**config.mk**
```make
export PLATFORM = sky130hd
export DESIGN_NAME = lvl_irq_aggr
export DESIGN_NICKNAME = d
export VERILOG_FILES = /design/src/rtl/lvl_irq_pkg.sv /design/src/rtl/lvl_irq_sync.sv /design/src/rtl/lvl_irq_blk.sv /design/src/rtl/lvl_irq_regif.sv /design/src/rtl/lvl_irq_aggr.sv
export SDC_FILE = /design/constraint.sdc
export NUM_CORES = 1
export LEC_CHECK = 0
export BUFFER_PORTS_ARGS = -buffer_cell sky130_fd_sc_hd__buf_2
export CORE_UTILIZATION = 45
export CTS_BUF_LIST = sky130_fd_sc_hd__clkbuf_4 sky130_fd_sc_hd__clkbuf_8
export DETAILED_ROUTE_END_ITERATION = 7
export PLACE_DENSITY = 0.64
export RECOVER_POWER = 100
export REMOVE_ABC_BUFFERS = 1
export SETUP_SLACK_MARGIN = 0.5
export SLEW_MARGIN = 20
export SYNTH_ARGS = -nofsm -noshare
export SYNTH_HDL_FRONTEND = slang
export SYNTH_HIERARCHICAL = 1
export SYNTH_SLANG_ARGS = --single-unit
```
**constraint.sdc**
```tcl
create_clock -name clk_i -period 3.3 [get_ports clk_i]
set_input_delay 0.495 -clock clk_i [delete_from_list [all_inputs] [get_ports clk_i]]
set_output_delay 0.495 -clock clk_i [all_outputs]
set_load 0.01 [all_outputs]
```
**src/rtl/lvl_irq_pkg.sv**
```systemverilog
package lvl_irq_pkg;
  localparam int BLK_W       = 8;
  localparam int BLK_PER_MST = 7;
  localparam int N_MST       = 2;
  localparam int N_BLK       = BLK_PER_MST * N_MST;
  localparam int N_SRC       = N_BLK * BLK_W;
  localparam int ADDR_W      = 16;
  localparam int DATA_W      = 8;

  localparam logic [ADDR_W-1:0] MST_BASE0  = 16'h0130;
  localparam logic [ADDR_W-1:0] MST_STRIDE = 16'h0080;

  localparam logic [ADDR_W-1:0] OFS_ROOT = 16'h0;
  localparam logic [ADDR_W-1:0] OFS_CLR  = 16'h1;
  localparam logic [ADDR_W-1:0] OFS_MSK  = 16'h8;
  localparam logic [ADDR_W-1:0] OFS_RT   = 16'hF;

  function automatic logic [ADDR_W-1:0] mst_base(input int m);
    return MST_BASE0 + ADDR_W'(m) * MST_STRIDE;
  endfunction
endpackage

```
**src/rtl/lvl_irq_sync.sv**
```systemverilog
module lvl_irq_sync #(
  parameter int W = 8
) (
  input  logic         clk_i,
  input  logic         rst_ni,
  input  logic [W-1:0] d_i,
  output logic [W-1:0] q_o
);
  logic [W-1:0] s1_q, s2_q;

  always_ff @(posedge clk_i or negedge rst_ni) begin
    if (!rst_ni) begin
      s1_q <= '0;
      s2_q <= '0;
    end else begin
      s1_q <= d_i;
      s2_q <= s1_q;
    end
  end

  assign q_o = s2_q;
endmodule

```
**src/rtl/lvl_irq_blk.sv**
```systemverilog
module lvl_irq_blk #(
  parameter int W = 8
) (
  input  logic         clk_i,
  input  logic         rst_ni,
  input  logic [W-1:0] lvl_i,
  input  logic         clr_we_i,
  input  logic         msk_we_i,
  input  logic [W-1:0] wdata_i,
  output logic [W-1:0] root_o,
  output logic [W-1:0] mask_o,
  output logic         act_o
);
  logic [W-1:0] pend_q, mask_q, clr_vec;

  assign clr_vec = clr_we_i ? wdata_i : '0;

  always_ff @(posedge clk_i or negedge rst_ni) begin
    if (!rst_ni) begin
      pend_q <= '0;
      mask_q <= '1;
    end else begin
      // set beats clear: level still high re-asserts
      pend_q <= (pend_q & ~clr_vec) | (lvl_i & ~mask_q);
      if (msk_we_i) mask_q <= wdata_i;
    end
  end

  assign root_o = pend_q & ~mask_q;
  assign mask_o = mask_q;
  assign act_o  = |root_o;

  assert_masked_no_set_R5: assert property (@(posedge clk_i) disable iff (!rst_ni)
    |(mask_q & ~pend_q) |=> ((pend_q & $past(mask_q & ~pend_q)) == '0));

  assert_level_sets_R4: assert property (@(posedge clk_i) disable iff (!rst_ni)
    |(lvl_i & ~mask_q) |=> ((pend_q & $past(lvl_i & ~mask_q)) == $past(lvl_i & ~mask_q)));

  assert_ack_drops_R6: assert property (@(posedge clk_i) disable iff (!rst_ni)
    (clr_we_i && |(wdata_i & ~lvl_i)) |=> ((pend_q & $past(wdata_i & ~lvl_i)) == '0));
endmodule

```
**src/rtl/lvl_irq_regif.sv**
```systemverilog
module lvl_irq_regif
  import lvl_irq_pkg::*;
(
  input  logic                              clk_i,
  input  logic                              rst_ni,
  input  logic                              req_i,
  input  logic                              we_i,
  input  logic [ADDR_W-1:0]                 addr_i,
  input  logic [N_BLK-1:0][BLK_W-1:0]       root_i,
  input  logic [N_BLK-1:0][BLK_W-1:0]       mask_i,
  input  logic [N_BLK-1:0][BLK_W-1:0]       rt_i,
  input  logic [N_MST-1:0][DATA_W-1:0]      sum_i,
  output logic [N_BLK-1:0]                  clr_we_o,
  output logic [N_BLK-1:0]                  msk_we_o,
  output logic [DATA_W-1:0]                 rdata_o
);
  logic [DATA_W-1:0] rd_d, rdata_q;
  logic [ADDR_W-1:0] a;
  logic              wr, rd;
  int                idx;

  assign wr = req_i & we_i;
  assign rd = req_i & ~we_i;

  always_comb begin
    rd_d     = '0;
    clr_we_o = '0;
    msk_we_o = '0;
    a        = '0;
    idx      = 0;
    for (int m = 0; m < N_MST; m++) begin
      if (addr_i == mst_base(m)) rd_d = sum_i[m];
      for (int b = 1; b <= BLK_PER_MST; b++) begin
        a   = mst_base(m) + ADDR_W'(b);
        idx = m * BLK_PER_MST + b - 1;
        if (addr_i == a + OFS_ROOT) rd_d = root_i[idx];
        if (addr_i == a + OFS_MSK)  rd_d = mask_i[idx];
        if (addr_i == a + OFS_RT)   rd_d = rt_i[idx];
        if (wr && addr_i == a + OFS_CLR) clr_we_o[idx] = 1'b1;
        if (wr && addr_i == a + OFS_MSK) msk_we_o[idx] = 1'b1;
      end
    end
  end

  always_ff @(posedge clk_i or negedge rst_ni) begin
    if (!rst_ni)  rdata_q <= '0;
    else if (rd)  rdata_q <= rd_d;
  end

  assign rdata_o = rdata_q;

  assert_rd_hold_R11: assert property (@(posedge clk_i) disable iff (!rst_ni)
    !rd |=> $stable(rdata_q));

  assert_one_strobe_R2: assert property (@(posedge clk_i) disable iff (!rst_ni)
    $countones({clr_we_o, msk_we_o}) <= 1);
endmodule

```
**src/rtl/lvl_irq_aggr.sv**
```systemverilog
module lvl_irq_aggr
  import lvl_irq_pkg::*;
(
  input  logic              clk_i,
  input  logic              rst_ni,
  input  logic [N_SRC-1:0]  src_i,
  input  logic              req_i,
  input  logic              we_i,
  input  logic [ADDR_W-1:0] addr_i,
  input  logic [DATA_W-1:0] wdata_i,
  output logic [DATA_W-1:0] rdata_o,
  output logic              irq_o
);
  logic [N_SRC-1:0]               lvl;
  logic [N_BLK-1:0][BLK_W-1:0]    root, mask, rt;
  logic [N_BLK-1:0]               act, clr_we, msk_we;
  logic [N_MST-1:0][DATA_W-1:0]   sum;
  logic                           irq_q;

  lvl_irq_sync #(.W(N_SRC)) u_sync (
    .clk_i (clk_i),
    .rst_ni(rst_ni),
    .d_i   (src_i),
    .q_o   (lvl)
  );

  for (genvar g = 0; g < N_BLK; g++) begin : g_blk
    assign rt[g] = lvl[g*BLK_W +: BLK_W];
    lvl_irq_blk #(.W(BLK_W)) u_blk (
      .clk_i   (clk_i),
      .rst_ni  (rst_ni),
      .lvl_i   (lvl[g*BLK_W +: BLK_W]),
      .clr_we_i(clr_we[g]),
      .msk_we_i(msk_we[g]),
      .wdata_i (wdata_i),
      .root_o  (root[g]),
      .mask_o  (mask[g]),
      .act_o   (act[g])
    );
  end

  for (genvar m = 0; m < N_MST; m++) begin : g_sum
    assign sum[m][BLK_PER_MST:1] = act[m*BLK_PER_MST +: BLK_PER_MST];
    if (m < N_MST - 1) begin : g_chain
      assign sum[m][0] = |sum[m+1];
    end else begin : g_last
      assign sum[m][0] = 1'b0;
    end
  end

  lvl_irq_regif u_regif (
    .clk_i   (clk_i),
    .rst_ni  (rst_ni),
    .req_i   (req_i),
    .we_i    (we_i),
    .addr_i  (addr_i),
    .root_i  (root),
    .mask_i  (mask),
    .rt_i    (rt),
    .sum_i   (sum),
    .clr_we_o(clr_we),
    .msk_we_o(msk_we),
    .rdata_o (rdata_o)
  );

  always_ff @(posedge clk_i or negedge rst_ni) begin
    if (!rst_ni) irq_q <= 1'b0;
    else         irq_q <= |sum[0];
  end

  assign irq_o = irq_q;

  assert_irq_lag_R10: assert property (@(posedge clk_i) disable iff (!rst_ni)
    1'b1 |=> (irq_o == $past(|act)));

  assert_chain_R9: assert property (@(posedge clk_i) disable iff (!rst_ni)
    |act[N_BLK-1:BLK_PER_MST] |-> sum[0][0]);

  assert_last_bit0_R8: assert property (@(posedge clk_i) disable iff (!rst_ni)
    !sum[N_MST-1][0]);
endmodule

```
==> results.yml <==
floorplan:
  dieArea_sq_um: 46100
  core_area_sq_um: 44400
  start_util_pct: 45.9
  dieWidth_microns: 215
  ios: 149
  row_count: 77
  die_height_microns: 215
route:
  via_per_inst: 5.68
  wl_per_cell_microns: 23.5
  routed_wl_mm: 73.9
  ant_nets: 0
  first_pass_iters: 6
  routed-via-count: 17800
  drc: 0
  drtIter0Drc: 2158
timing:
  skew_ns: 0.0361
  relSlewSlack_pct: -28.6
  hold_violations: 0
  final-setup-viol-count: 0
  max_freq_mhz: 308
  slew_violations: 74
  min_period_ns: 3.25
  worstMarginPinSlew_ns: 1.93
  final.setup.tns_ns: 0
  min_period_over_period_pct: 98.5
  rsz0062_at_grt: "true"
layout:
  final_nets: 2626
  fillers: 3759
  mostFrequentLayoutCells: "dfrtp_1 (345), nand2_1 (305), buf_4 (224)"
  fin_util_pct: 60.8
  final_area_sq_um: 27000
  regArea_sq_um: 11600
  area_growth_pct: 32.4
  multi_input_area_sq_um: 8340
  layout-drive-gt1-share_pct: 28.8
  final_common_cell: "dfrtp_1"
yosys:
  netlist_area_sq_um: 20400
  ys_types: 81
  synthTopCellsByArea: "dfrtp_1 (42%), dfstp_2 (14%), mux2_1 (6.2%)"
  yosysWarnings: 6
  synth-edff-count: 0
  synth.avg_cell_area_sq_um: 10.5
  async_flop_share_pct: 100
  synthDominantAreaCellType: "dfrtp_1"
  syn_inst: 1933
  synth_ff_type: "dfrtp_1"
  yosysTopAreaCellShare_pct: 42.4
  synth-seq-cells: 457
  yosysSeqAreaShare_pct: 56.8
clocking:
  clock-root-buffer: "clkbuf_8"
  clk_pin_slew_worst_paths_ns: 0.06
  cts-buffers-inserted: 75
  ctsLongestPathBuffers: 3
  clock-sinks: 457
  worstSkewPairLatency_ns: 0.68
  cts_tree: "yes"
  htreeDepth: 3
outcome:
  status: "complete, but fails checks"
  violations: "capacitance limit, slew limit"
hold_path:
  hp-class: "reg -> reg"
placed_design:
  io_buffers: 148
  globalplace.congestion: 0.980
  hpwl_mm: 53.7
  placed_cell_area_sq_um: 23500
grt:
  grt_pass1_wl_mm: 111
  globalRoute.totalOverflow: 0
  grt_max_degree: 85
  first_global_vias: 17800
  track_usage_pct: 32.3
  antenna_found_initial: 4
worst_setup_path:
  path_max_fanout: 15
  cp.buffers_inverters: 3
  slowest_stage: "clkbuf_1"
  crit_type: "in -> reg"
  cp-end-kind: "flop"
  crit_required_ns: 3.85
  cp_common_cell: "clkbuf_1"
  slowest_delay_ns: 0.59
  cp_top_family: "simple AND/OR/NAND/NOR gates"
  cp.arrival_ns: 3.80
  crit_path_start_kind: "input port"
  crit_path_cell_trace: "clkbuf_1 -> clkbuf_1 -> nand4b_1 -> nor4_1 -> buf_4 -> a211oi_2 -> nand4_1 -> or3_1 -> o211a_4 -> o211ai_1 -> a21oi_1"
power:
  power_leakage_uw: 0.0122
  powerDensity_nw_per_um2: 453
  peakVddDrop_mv: 0.412
job:
  drv_cap: 1
[logic make-up after synthesis]
kind of cell | count (synthesis) | synth area share [%]
flip-flops | 457 | 56.8
multiplexers | 117 | 6.45
AO/OA/AOI/OAI | 387 | 12.6
other | 1 | 0.0184
buffers and inverters | 207 | 4.47
AND/OR/NAND/NOR | 764 | 19.6
[layout make-up]
type                       count  share of cell area (%)
antenna                        1                 0.00927
clock buffer                 112                    5.32
clock inverter                26                    1.31
inverter                     120                    1.67
multi-input combinational   1270                    30.9
sequential                   457                    42.9
tap                          592                    2.74
timing repair buffer         562                    15.1
[metrics by stage]
| step | cells | worst slack (ns) | hold slack (ns) | power [uW] |
|---|---|---|---|---|
| finish | 3140 | 0.0494 | 0.340 | 12200 |
| global route | 3140 | 0.0513 | 0.346 | 12700 |
| CTS | 3118 | 0.197 | 0.342 | 12400 |
| detailed placement | 2841 | -0.469 | 0.335 | 6480 |
| global placement | 2841 | -0.368 | 0.331 | 6470 |
| floorplan | 1847 | -1.78 | 0.199 | 6010 |
[cell usage after synthesis (23+ instances only)]
library cell    n
inv_1         120
a22oi_1        23
dfrtp_1       345
nor2_1         94
nand2_1       309
nor3_1         44
buf_2          47
o21ai_0        80
dfstp_2       112
o21ai_1        72
nand3_1        27
a21oi_1        41
nor4_1         62
clkbuf_1       24
o22ai_1        31
mux2_1        112
nor2b_1       100
nand4_1        35
[metal layers]
metal	part of all wire [%]	track usage, %	vias up
li1	-	-	8001
met1	44	46.8	8799
met2	44	47.9	863
met3	8.5	6.27	162
met4	3.5	12.6	6
met5	0.053	0	-
[flip-flops by register name (all words and copies together), names as in the netlist]
| register | cells |
|---|---|
| g_blk.u_blk/pend_q | 112 |
| g_blk.u_blk/mask_o | 112 |
| u_sync/s1_q | 112 |
| irq_o | 1 |
| u_regif/rdata_o | 8 |
| u_sync/q_o | 112 |
[final timing paths]
| kind | cells past startpoint | slack [ns] | endpoint | start |
|---|---|---|---|---|
| setup / recovery | 11 | 0.05 | u_regif/rdata_o[7] | addr_i[3] |
| hold / removal | 0 | 0.34 | u_sync/q_o[21] | u_sync/s1_q[21] |
| setup reg to reg | 13 | 0.19 | u_regif/rdata_o[0] | g_blk[10].u_blk/mask_o[6] |
| hold reg to reg | 0 | 0.34 | u_sync/q_o[21] | u_sync/s1_q[21] |
| max in group asynchronous | 4 | 0.59 | g_blk[8].u_blk/pend_q[7] | rst_ni |
| min in group asynchronous | 2 | 0.92 | u_sync/s1_q[48] | rst_ni |
[repair_timing]
item / CTS / global route
cloned: 0 / 0
gates resized for setup: 35 / 59
hold buffers: 113 / 0
pin swaps: 38 / 55
buffers inserted: 26 / 21
endpoints found under the hold margin: 166 / 0
endpoints found under the setup margin: 6 / 8
[where the power goes]
part / internal [uW] / total [uW] / switching [uW]
sequential: 5760 / 5860 / 106
clock: 3440 / 5750 / 2310
combinational: 251 / 623 / 372
(Power assumes the default switching activity.)
